[src/rtl/mbox_pkg.sv]
package mbox_pkg;
  localparam int STATE_W  = 4;
  localparam int DLC_W    = 4;
  localparam int PRIO_W   = 4;
  localparam int WORD_W   = 16;
  localparam int DLC_LSB  = WORD_W - DLC_W;
  localparam int PRIO_LSB = STATE_W;
  localparam int GAP_W    = DLC_LSB - PRIO_LSB - PRIO_W;

  typedef enum logic [STATE_W-1:0] {
    MB_RX_OFF       = 4'b0000,
    MB_RX_BUSY_SW   = 4'b0001,
    MB_RX_RDY       = 4'b0010,
    MB_RX_BUSY_1ST  = 4'b0011,
    MB_RX_FULL      = 4'b0100,
    MB_RX_BUSY_2ND  = 4'b0101,
    MB_RX_OVR       = 4'b0110,
    MB_RX_BUSY_OVR  = 4'b0111,
    MB_TX_OFF       = 4'b1000,
    MB_TX_RTR       = 4'b1010,
    MB_TX_ONCE      = 4'b1100,
    MB_TX_BUSY_ONCE = 4'b1101,
    MB_TX_ONCE_RTR  = 4'b1110,
    MB_TX_BUSY_RTR  = 4'b1111
  } mb_state_e;

  function automatic mb_state_e decode_state(logic [STATE_W-1:0] code);
    case (code)
      4'b0000: return MB_RX_OFF;
      4'b0001: return MB_RX_BUSY_SW;
      4'b0010: return MB_RX_RDY;
      4'b0011: return MB_RX_BUSY_1ST;
      4'b0100: return MB_RX_FULL;
      4'b0101: return MB_RX_BUSY_2ND;
      4'b0110: return MB_RX_OVR;
      4'b0111: return MB_RX_BUSY_OVR;
      4'b1010: return MB_TX_RTR;
      4'b1100: return MB_TX_ONCE;
      4'b1101: return MB_TX_BUSY_ONCE;
      4'b1110: return MB_TX_ONCE_RTR;
      4'b1111: return MB_TX_BUSY_RTR;
      default: return MB_TX_OFF;
    endcase
  endfunction

  function automatic logic is_copying(mb_state_e s);
    return (s == MB_RX_BUSY_1ST) || (s == MB_RX_BUSY_2ND) || (s == MB_RX_BUSY_OVR);
  endfunction
endpackage

[src/rtl/mbox_rx_seq.sv]
module mbox_rx_seq
  import mbox_pkg::*;
(
  input  mb_state_e cur_i,
  input  logic      accept_i,
  input  logic      copy_done_i,
  output mb_state_e nxt_o,
  output logic      load_dlc_o
);
  always_comb begin
    nxt_o      = cur_i;
    load_dlc_o = 1'b0;
    case (cur_i)
      MB_RX_RDY:      if (accept_i) nxt_o = MB_RX_BUSY_1ST;
      MB_RX_FULL:     if (accept_i) nxt_o = MB_RX_BUSY_2ND;
      MB_RX_OVR:      if (accept_i) nxt_o = MB_RX_BUSY_OVR;
      MB_RX_BUSY_SW:  if (copy_done_i) nxt_o = MB_RX_OFF;
      MB_RX_BUSY_1ST: if (copy_done_i) begin
        nxt_o      = MB_RX_FULL;
        load_dlc_o = 1'b1;
      end
      MB_RX_BUSY_2ND, MB_RX_BUSY_OVR: if (copy_done_i) begin
        nxt_o      = MB_RX_OVR;
        load_dlc_o = 1'b1;
      end
      default: ;
    endcase
  end
endmodule

[src/rtl/mbox_tx_seq.sv]
module mbox_tx_seq
  import mbox_pkg::*;
(
  input  mb_state_e cur_i,
  input  logic      tx_start_i,
  input  logic      tx_done_i,
  input  logic      tx_remote_i,
  input  logic      rtr_rx_i,
  output mb_state_e nxt_o
);
  always_comb begin
    nxt_o = cur_i;
    case (cur_i)
      MB_TX_ONCE:      if (tx_start_i) nxt_o = MB_TX_BUSY_ONCE;
      MB_TX_ONCE_RTR:  if (tx_start_i) nxt_o = MB_TX_BUSY_RTR;
      MB_TX_BUSY_ONCE: if (tx_done_i)  nxt_o = tx_remote_i ? MB_RX_RDY : MB_TX_OFF;
      MB_TX_BUSY_RTR:  if (tx_done_i)  nxt_o = MB_TX_RTR;
      MB_TX_RTR:       if (rtr_rx_i)   nxt_o = MB_TX_ONCE_RTR;
      default: ;
    endcase
  end
endmodule

[src/rtl/mbox_sw_merge.sv]
module mbox_sw_merge
  import mbox_pkg::*;
(
  input  mb_state_e          cur_i,
  input  logic [STATE_W-1:0] wr_code_i,
  input  logic               copy_done_i,
  output mb_state_e          nxt_o
);
  mb_state_e req;
  assign req = decode_state(wr_code_i);

  // deactivation cannot cut a running copy short
  always_comb begin
    nxt_o = req;
    if (req == MB_RX_OFF && is_copying(cur_i) && !copy_done_i) nxt_o = MB_RX_BUSY_SW;
  end
endmodule

[src/rtl/mbox_status_ctrl.sv]
module mbox_status_ctrl
  import mbox_pkg::*;
(
  input  logic              clk_i,
  input  logic              rst_ni,
  input  logic              sw_wr_i,
  input  logic [WORD_W-1:0] sw_wdata_i,
  input  logic              accept_i,
  input  logic              copy_done_i,
  input  logic [DLC_W-1:0]  rx_dlc_i,
  input  logic              tx_start_i,
  input  logic              tx_done_i,
  input  logic              tx_remote_i,
  input  logic              rtr_rx_i,
  output logic [WORD_W-1:0] stat_word_o,
  output logic [STATE_W-1:0] state_o,
  output logic              busy_o
);
  mb_state_e          state_q, rx_nxt, tx_nxt, sw_nxt;
  logic [DLC_W-1:0]   dlc_q;
  logic [PRIO_W-1:0]  prio_q;
  logic               rx_load_dlc;
  logic               unused_gap;

  assign unused_gap = ^sw_wdata_i[DLC_LSB-1 -: GAP_W];

  mbox_rx_seq u_rx (
    .cur_i(state_q), .accept_i(accept_i), .copy_done_i(copy_done_i),
    .nxt_o(rx_nxt), .load_dlc_o(rx_load_dlc)
  );

  mbox_tx_seq u_tx (
    .cur_i(state_q), .tx_start_i(tx_start_i), .tx_done_i(tx_done_i),
    .tx_remote_i(tx_remote_i), .rtr_rx_i(rtr_rx_i), .nxt_o(tx_nxt)
  );

  mbox_sw_merge u_sw (
    .cur_i(state_q), .wr_code_i(sw_wdata_i[STATE_W-1:0]),
    .copy_done_i(copy_done_i), .nxt_o(sw_nxt)
  );

  always_ff @(posedge clk_i or negedge rst_ni) begin
    if (!rst_ni) begin
      state_q <= MB_RX_OFF;
      dlc_q   <= '0;
      prio_q  <= '0;
    end else if (sw_wr_i) begin
      state_q <= sw_nxt;
      dlc_q   <= sw_wdata_i[DLC_LSB +: DLC_W];
      prio_q  <= sw_wdata_i[PRIO_LSB +: PRIO_W];
    end else if (state_q[STATE_W-1]) begin
      state_q <= tx_nxt;
    end else begin
      state_q <= rx_nxt;
      if (rx_load_dlc) dlc_q <= rx_dlc_i;
    end
  end

  assign state_o     = state_q;
  assign stat_word_o = {dlc_q, {GAP_W{1'b0}}, prio_q, state_q};
  assign busy_o      = state_q[0] && (!state_q[STATE_W-1] || state_q[2]);

  assert_accept_ready_R3: assert property (@(posedge clk_i) disable iff (!rst_ni)
    (state_o == 4'b0010 && accept_i && !sw_wr_i) |=> state_o == 4'b0011);

  assert_first_copy_done_R4: assert property (@(posedge clk_i) disable iff (!rst_ni)
    (state_o == 4'b0011 && copy_done_i && !sw_wr_i) |=>
      (state_o == 4'b0100 && stat_word_o[DLC_LSB +: DLC_W] == $past(rx_dlc_i)));

  assert_sw_off_busy_R5: assert property (@(posedge clk_i) disable iff (!rst_ni)
    (sw_wr_i && sw_wdata_i[STATE_W-1:0] == 4'b0000 && !copy_done_i &&
     (state_o == 4'b0011 || state_o == 4'b0101 || state_o == 4'b0111)) |=> state_o == 4'b0001);

  assert_remote_req_sent_R7: assert property (@(posedge clk_i) disable iff (!rst_ni)
    (state_o == 4'b1101 && tx_done_i && tx_remote_i && !sw_wr_i) |=> state_o == 4'b0010);

  assert_reply_done_R8: assert property (@(posedge clk_i) disable iff (!rst_ni)
    (state_o == 4'b1111 && tx_done_i && !sw_wr_i) |=> state_o == 4'b1010);

  assert_rtr_answer_R9: assert property (@(posedge clk_i) disable iff (!rst_ni)
    (state_o == 4'b1010 && rtr_rx_i && !sw_wr_i) |=> state_o == 4'b1110);

  assert_unused_code_R10: assert property (@(posedge clk_i) disable iff (!rst_ni)
    (sw_wr_i && (sw_wdata_i[STATE_W-1:0] == 4'b1001 || sw_wdata_i[STATE_W-1:0] == 4'b1011))
      |=> state_o == 4'b1000);

  assert_sw_wins_R11: assert property (@(posedge clk_i) disable iff (!rst_ni)
    (sw_wr_i && sw_wdata_i[STATE_W-1] && sw_wdata_i[STATE_W-1:0] != 4'b1001 &&
     sw_wdata_i[STATE_W-1:0] != 4'b1011) |=> state_o == $past(sw_wdata_i[STATE_W-1:0]));
endmodule

[config.mk]
export PLATFORM = sky130hd
export DESIGN_NAME = mbox_status_ctrl
export DESIGN_NICKNAME = d
export VERILOG_FILES = /design/src/rtl/mbox_pkg.sv /design/src/rtl/mbox_rx_seq.sv /design/src/rtl/mbox_tx_seq.sv /design/src/rtl/mbox_sw_merge.sv /design/src/rtl/mbox_status_ctrl.sv
export SDC_FILE = /design/constraint.sdc
export NUM_CORES = 1
export LEC_CHECK = 0
export BUFFER_PORTS_ARGS = -buffer_cell sky130_fd_sc_hd__buf_2
export CORE_MARGIN = 2
export CORE_UTILIZATION = 46
export CTS_BUF_LIST = sky130_fd_sc_hd__clkbuf_8
export DETAILED_ROUTE_END_ITERATION = 8
export GPL_TIMING_DRIVEN = 0
export PLACE_DENSITY = 0.95
export SLEW_MARGIN = 10
export SYNTH_ARGS = -nofsm -noshare
export SYNTH_HDL_FRONTEND = slang
export SYNTH_SLANG_ARGS = --single-unit
export TNS_END_PERCENT = 100
[constraint.sdc]
create_clock -name clk_i -period 2.55 [get_ports clk_i]
set_input_delay 0.51 -clock clk_i [delete_from_list [all_inputs] [get_ports clk_i]]
set_output_delay 0.51 -clock clk_i [all_outputs]
set_load 0.1 [all_outputs]
==> impl_metrics.env, run 1 <==
export IMPL_drive_gt1_share_pct=49.61
export IMPL_seq_power_share_pct=19.7
export IMPL_ctsResizeCount=0
export IMPL_netlist_area_um2=763.2
export IMPL_layout_cells_most_common_list="41 x sky130_fd_sc_hd__buf_2, 12 x sky130_fd_sc_hd__dfrtp_1, 8 x sky130_fd_sc_hd__nand2_1, 8 x sky130_fd_sc_hd__o21ai_0, 8 x sky130_fd_sc_hd__buf_4"
export IMPL_post_synthesis_cell_type_count=31
export IMPL_floorplan_core_area_um2=1524
export IMPL_wire_length_of_the_first_global_routing_pass_um=2780
export IMPL_cts_post_setup_buffers_inserted=0
export IMPL_setup_violations=0
export IMPL_fin_crit_ps=2004
export IMPL_critPathArrivalTime_ps=1490
export IMPL_ffs_w_async_s_r_synth_pct=100.0
export IMPL_postSynth_topFlopCell="sky130_fd_sc_hd__dfrtp_1"
export IMPL_yosys_warnings=0
export IMPL_critical_path_required_ps=2040
export IMPL_die_w_um=44.74
export IMPL_max_clock_path_buffers=2
export IMPL_leakage_power_nw=0.5341
export IMPL_grt_total_usage_pct=19.44
export IMPL_timing_clock_skew_ps=5.455
export IMPL_timing_hold_ws_ps=129.9
export IMPL_number_of_global_route_vias_before_repair=655
export IMPL_power_switching_share_pct=62.37
export IMPL_worst_skew_pair_late_latency_ps=240
export IMPL_final_min_period_over_clock_period_pct=78.58
export IMPL_holdBufCountCts=0
export IMPL_totalNegativeSetupSlack_ps=0
export IMPL_fin_nets=160
export IMPL_synthesis_area_per_instance_um2=9.196
export IMPL_finalWorstSetupSlack_ps=546.1
export IMPL_synth_enable_flop_cells=0
export IMPL_mostFrequentLayoutCell="sky130_fd_sc_hd__buf_2"
export IMPL_drt_iter0_markers=29
export IMPL_leading_cell_types_by_total_area_after_synthesis="sky130_fd_sc_hd__dfrtp_1 39%, sky130_fd_sc_hd__buf_4 7.9%, sky130_fd_sc_hd__mux2_2 7.4%"
export IMPL_share_clk_of_total_power_pct=11.4
export IMPL_slew_headroom_pct=61.78
export IMPL_result_of_the_run="finished, final reports clean"
export IMPL_worstMarginPinSlew_ps=573.4
export IMPL_grt_antenna_before_repair=0
export IMPL_detailroute_via_count=770
export IMPL_critical_path_type="register to primary output"
export IMPL_maximum_fanout_count_along_the_critical_path=9
export IMPL_cp_start_kind="register"
export IMPL_fmax_mhz=499.0
export IMPL_detail_route_drc_violations=0
export IMPL_wl_per_cell_um=12.24
export IMPL_route_antenna_remaining_nets=0
export IMPL_yosysTopAreaCell="sky130_fd_sc_hd__dfrtp_1"
export IMPL_final_hold_viol_count=0
export IMPL_cap_viol_max_count=0
export IMPL_die_h_um=44.74
export IMPL_yosys_area_top_type_share_pct=39.34
export IMPL_synthCells=83
export IMPL_internal_power_mw=0.5573
export IMPL_detailed_place_hpwl_um=1411
export IMPL_tritoncts="yes"
export IMPL_cts_clk_slew_worst_paths_ps=50
export IMPL_vdd_ir_drop_max_v=0.0007433
export IMPL_drt_pass1_iterations=4
export IMPL_total_cts_buffers=3
export IMPL_tritoncts_num_sinks=12
export IMPL_p_sw_mw=0.9238
export IMPL_die_area_um2=2001
export IMPL_fp_row_count=14
export IMPL_final_max_slew_viol_count=0
export IMPL_place_ws_ps=729.6
export IMPL_power_combinational_fraction_pct=68.9
export IMPL_worstSetupEndpointType="primary output"
export IMPL_port_buffer_count=40
export IMPL_floorplan_initialDensity_pct=50.08
export IMPL_synth_seq_area_share_pct=39.34
export IMPL_via_per_inst=5.310
export IMPL_top_level_ports=50
export IMPL_grt_start_max_net_pins=13
export IMPL_grt_setup_unrepaired="no"
export IMPL_insertedDiodeCount=0
export IMPL_drt_wl_total_um=1775
export IMPL_globalRouteOverflowTotal=0
export IMPL_synthToLayoutAreaGrowth_pct=37.21
export IMPL_htree_levels=1
export IMPL_hold_wc_path_type="input pin to async pin"
export IMPL_powerDensity_nw_per_um2=1414
export IMPL_clk_root_buffer_cell="sky130_fd_sc_hd__clkbuf_8"
export IMPL_ys_seq_elements=12
export IMPL_gp_congestion=0.8449
## metrics by stage
step                power (mW)  utilization, %  instances  cell area [um2]
finish                   1.481           68.72        145             1047
global route             1.543           68.72        145             1047
CTS                      1.485           68.72        145             1047
detailed placement       1.314           66.01        142             1006
global placement         1.297           66.01        142             1006
floorplan                1.168               -         86            785.8
## synthesized netlist by cell type, types with 2 or more instances
master	count
sky130_fd_sc_hd__mux2_2	5
sky130_fd_sc_hd__buf_4	8
sky130_fd_sc_hd__inv_1	4
sky130_fd_sc_hd__nor3_1	2
sky130_fd_sc_hd__mux2i_1	5
sky130_fd_sc_hd__a21oi_1	4
sky130_fd_sc_hd__o21ai_0	8
sky130_fd_sc_hd__nor2_1	5
sky130_fd_sc_hd__dfrtp_1	12
sky130_fd_sc_hd__nand3_1	2
sky130_fd_sc_hd__nand2_1	8
## power by group through the flow
stage               Sequential [mW]  Combinational, mW  Clock, mW
global placement              0.293               1.00          0
detailed placement            0.296               1.02          0
floorplan                     0.617              0.551          0
CTS                           0.294               1.02      0.170
global route                  0.302               1.06      0.181
finish                        0.292               1.02      0.169
## layout make-up
| cell class | instances | area (um2) |
|---|---|---|
| Buffer | 12 | 83.83 |
| Clock buffer | 3 | 41.29 |
| Fill cell | 131 | 476.7 |
| Inverter | 4 | 15.01 |
| Multi-Input combinational cell | 58 | 386.6 |
| Sequential cell | 12 | 300.3 |
| Tap cell | 16 | 20.02 |
| Timing Repair Buffer | 40 | 200.2 |
## worst max-delay path, stage by stage, from the launching register on
cell	delay (ps)
sky130_fd_sc_hd__dfrtp_1	480
sky130_fd_sc_hd__inv_1	190
sky130_fd_sc_hd__a21oi_4	160
sky130_fd_sc_hd__buf_2	430
## final timing paths
kind	startpoint	to	slack [ps]	depth (start not counted)
worst max-delay path	state_o[2]	busy_o	550	3
worst min-delay path	rst_ni	dlc_q[1]	130	1
worst max register to register	state_o[3]	state_o[1]	710	6
worst min register to register	dlc_q[3]	dlc_q[3]	470	2
max in group asynchronous	rst_ni	state_o[2]	2210	1
min in group clk_i	dlc_q[3]	dlc_q[3]	470	2
## sequential cells by signal, indices dropped and copies added, names as in the netlist
name     flops
dlc_q        4
prio_q       4
state_o      4
## routing by layer
metal	share of wire [%]	up-vias	GRT usage (%)
li1	-	379	-
met1	38	353	24.74
met2	52	36	31.01
met3	9.3	2	6.000
met4	0.90	0	7.273
met5	0	-	0
## logic make-up after synthesis
group / Yosys count / synth area share (%)
and+or+nand+nor: 22 / 13.12
buffers and inverters: 16 / 12.95
muxes: 11 / 15.90
DFF: 12 / 39.34
AOI/OAI and AO/OA: 21 / 18.20
other: 1 / 0.4913
Power figures use the tool's default switching activity.
==> run 2, diff against run 1 <==
- CORE_UTILIZATION: 46 -> 38
- PLACE_DENSITY: 0.95 -> 0.87
- clock period: 2.55 -> 1.8 ns (I/O delays scaled with it)
==> run 2 against run 1 <==
  * The flow now finishes with violations (negative hold slack)
  * First-iteration DRC count shrank 10%
  * Worst setup slack lost 530 ps
  * Wire length grew 3.1%
  * Flip-flop and latch count is the same
  * Non-clock buffer count grew 3
  * Sequential power grew 48%
  * Largest cell class unchanged
  * Largest power group unchanged
==> impl_metrics.env, run 2 (synthesis results as in run 1) <==
export IMPL_gp_congestion=0.9745
export IMPL_place_area_um2=1030
export IMPL_top_level_ports=50
export IMPL_fp_row_count=16
export IMPL_number_of_filler_instances_in_the_final_layout=183
export IMPL_worst_setup_path_endpoint="state_o[1]"
export IMPL_drt_wl_total_um=1830
export IMPL_multiInputGateArea_um2=391.6
export IMPL_fin_crit_ps=1780
export IMPL_detail_route_drc_violations=0
export IMPL_drive_gt1_share_pct=54.89
export IMPL_layout_cells_most_common_list="40 x sky130_fd_sc_hd__buf_2, 13 x sky130_fd_sc_hd__buf_4, 8 x sky130_fd_sc_hd__nand2_1, 8 x sky130_fd_sc_hd__o21ai_0, 8 x sky130_fd_sc_hd__dfrtp_1"
export IMPL_violations="negative hold slack"
export IMPL_grt_start_max_net_pins=13
export IMPL_setup_violations=0
export IMPL_reg_to_reg_critical_path_endpoint="state_o[1]"
export IMPL_worstSetupEndpointType="register"
export IMPL_critical_path_required_ps=1920
export IMPL_die_w_um=48.82
export IMPL_worstMarginPinSlew_ps=576.6
export IMPL_layout_area_seq_um2=310.3
export IMPL_die_area_um2=2383
export IMPL_grt_use_met2_pct=25.11
export IMPL_vdd_ir_drop_max_v=0.001551
export IMPL_grt_setup_unrepaired="yes"
export IMPL_drt_iter0_markers=26
export IMPL_critPathArrivalTime_ps=1900
export IMPL_globalRouteOverflowTotal=0
export IMPL_max_clock_path_buffers=2
export IMPL_worst_r2r_cell_count=6
export IMPL_groute_layer_met3_usage_pct=3.681
export IMPL_drt_pass1_iterations=4
export IMPL_mostFrequentLayoutCell="sky130_fd_sc_hd__buf_2"
export IMPL_maximum_fanout_count_along_the_critical_path=7
export IMPL_timing_critical_path_cells="buf_6, or3_4, a221oi_2, a21oi_2, o21ai_2, mux2_4"
export IMPL_critical_path_max_stage_delay_ps=480
export IMPL_holdBufCountCts=0
export IMPL_hold_wc_path_type="input pin to async pin"
export IMPL_timing_critical_path_slowest_stage_cell="sky130_fd_sc_hd__dfrtp_4"
export IMPL_tritoncts="yes"
export IMPL_die_h_um=48.82
export IMPL_total_cts_buffers=3
export IMPL_detailroute_via_count=795
export IMPL_cap_viol_max_count=0
export IMPL_slew_headroom_pct=61.56
export IMPL_timing_hold_ws_ps=-0.8218
export IMPL_met1_usage_pct=18.40
export IMPL_power_total_mw=2.196
export IMPL_postLayoutCoreUtil_pct=57.68
export IMPL_finish_instance_area_um2=1109
export IMPL_cts_clk_slew_worst_paths_ps=60
export IMPL_rr_startpoint="state_o[0]"
export IMPL_grt_total_usage_pct=15.52
export IMPL_floorplan_initialDensity_pct=39.71
export IMPL_final_min_period_over_clock_period_pct=98.87
export IMPL_fmax_mhz=561.9
export IMPL_grt_antenna_before_repair=0
export IMPL_critPathLaunch="state_o[0]"
export IMPL_totalNegativeSetupSlack_ps=0
export IMPL_insertedDiodeCount=0
export IMPL_number_of_global_route_vias_before_repair=685
export IMPL_cp_start_kind="register"
export IMPL_clk_root_buffer_cell="sky130_fd_sc_hd__clkbuf_8"
export IMPL_result_of_the_run="finished with violations"
export IMPL_final_hold_viol_count=2
export IMPL_route_antenna_remaining_nets=0
export IMPL_port_buffer_count=40
export IMPL_fin_nets=163
export IMPL_htree_levels=1
export IMPL_powerDensity_nw_per_um2=1981
export IMPL_wire_length_of_the_first_global_routing_pass_um=2849
export IMPL_floorplan_core_area_um2=1922
export IMPL_synthToLayoutAreaGrowth_pct=45.25
export IMPL_tritoncts_num_sinks=12
export IMPL_via_per_inst=4.969
export IMPL_critical_path_type="register to register"
export IMPL_leakage_power_nw=0.5549
export IMPL_worst_r2r_setup_slack_ps=20
export IMPL_timing_clock_skew_ps=5.745
export IMPL_grt_busiest_layer="met2"
export IMPL_worst_skew_pair_late_latency_ps=240
export IMPL_wl_per_cell_um=11.44
export IMPL_detailed_place_hpwl_um=1424
export IMPL_final_max_slew_viol_count=0
[run 2: cell types whose count changed in the layout (fill, tap and decap cells not counted), sizes merged]
cell	previous run	this run
buf	51	55
clkbuf	4	3
inv	4	5
[run 2: repair_timing]
item,4_1_cts,5_1_grt
endpoints found under the setup margin,2,2
gates cloned,0,0
setup buffers,0,4
pin swaps,1,1
resized for setup,1,1
[run 2: cell type report]
class                      instances  share of cell area, %
multi-input combinational         58                  35.33
sequential                        12                  27.99
timing repair buffer              44                  20.99
buffer                            11                  7.223
clock buffer                       3                  3.725
tap                               27                  3.047
inverter                           4                  1.354
clock inverter                     1                 0.3386
[run 2: per-layer routing]
| layer | vias to the layer above | part of all wire (%) |
|---|---|---|
| met1 | 361 | 41 |
| met5 | - | 0 |
| met4 | 0 | 2.1 |
| met2 | 49 | 48 |
| li1 | 381 | - |
| met3 | 4 | 8.4 |
[run 2: how the worst min path moves through the flow]
| stage | start | endpoint | slack [ps] | depth (start not counted) |
|---|---|---|---|---|
| 6_report | rst_ni | prio_q[1] | -0.8 | 1 |
| 5_1_grt | rst_ni | prio_q[1] | 20 | 1 |
| 4_1_cts | rst_ni | state_o[3] | 4 | 1 |
| 3_5_place_dp | rst_ni | state_o[0] | 260 | 1 |
| 3_3_place_gp | rst_ni | state_o[0] | 260 | 1 |
| 2_1_floorplan | rst_ni | dlc_q[0] | 60 | 0 |
[run 2: through the flow]
stage	instances	setup WS [ps]
finish	160	20.35
global route	160	-28.16
CTS	156	10.45
detailed placement	153	-25.47
global placement	153	10.20
floorplan	86	-146.6
[run 2: report_power, final]
group / internal [mW] / switching [mW]
clock network: 0.150 / 0.0953
registers: 0.348 / 0.0831
logic: 0.375 / 1.14
total: 0.873 / 1.32
[run 2: critical path: cells and delay by family, from the launching register on]
family	cells	cell delay, ps
flops	1	480
compound gates	3	420
simple gates	1	320
mux	1	310
buf+inv	1	140
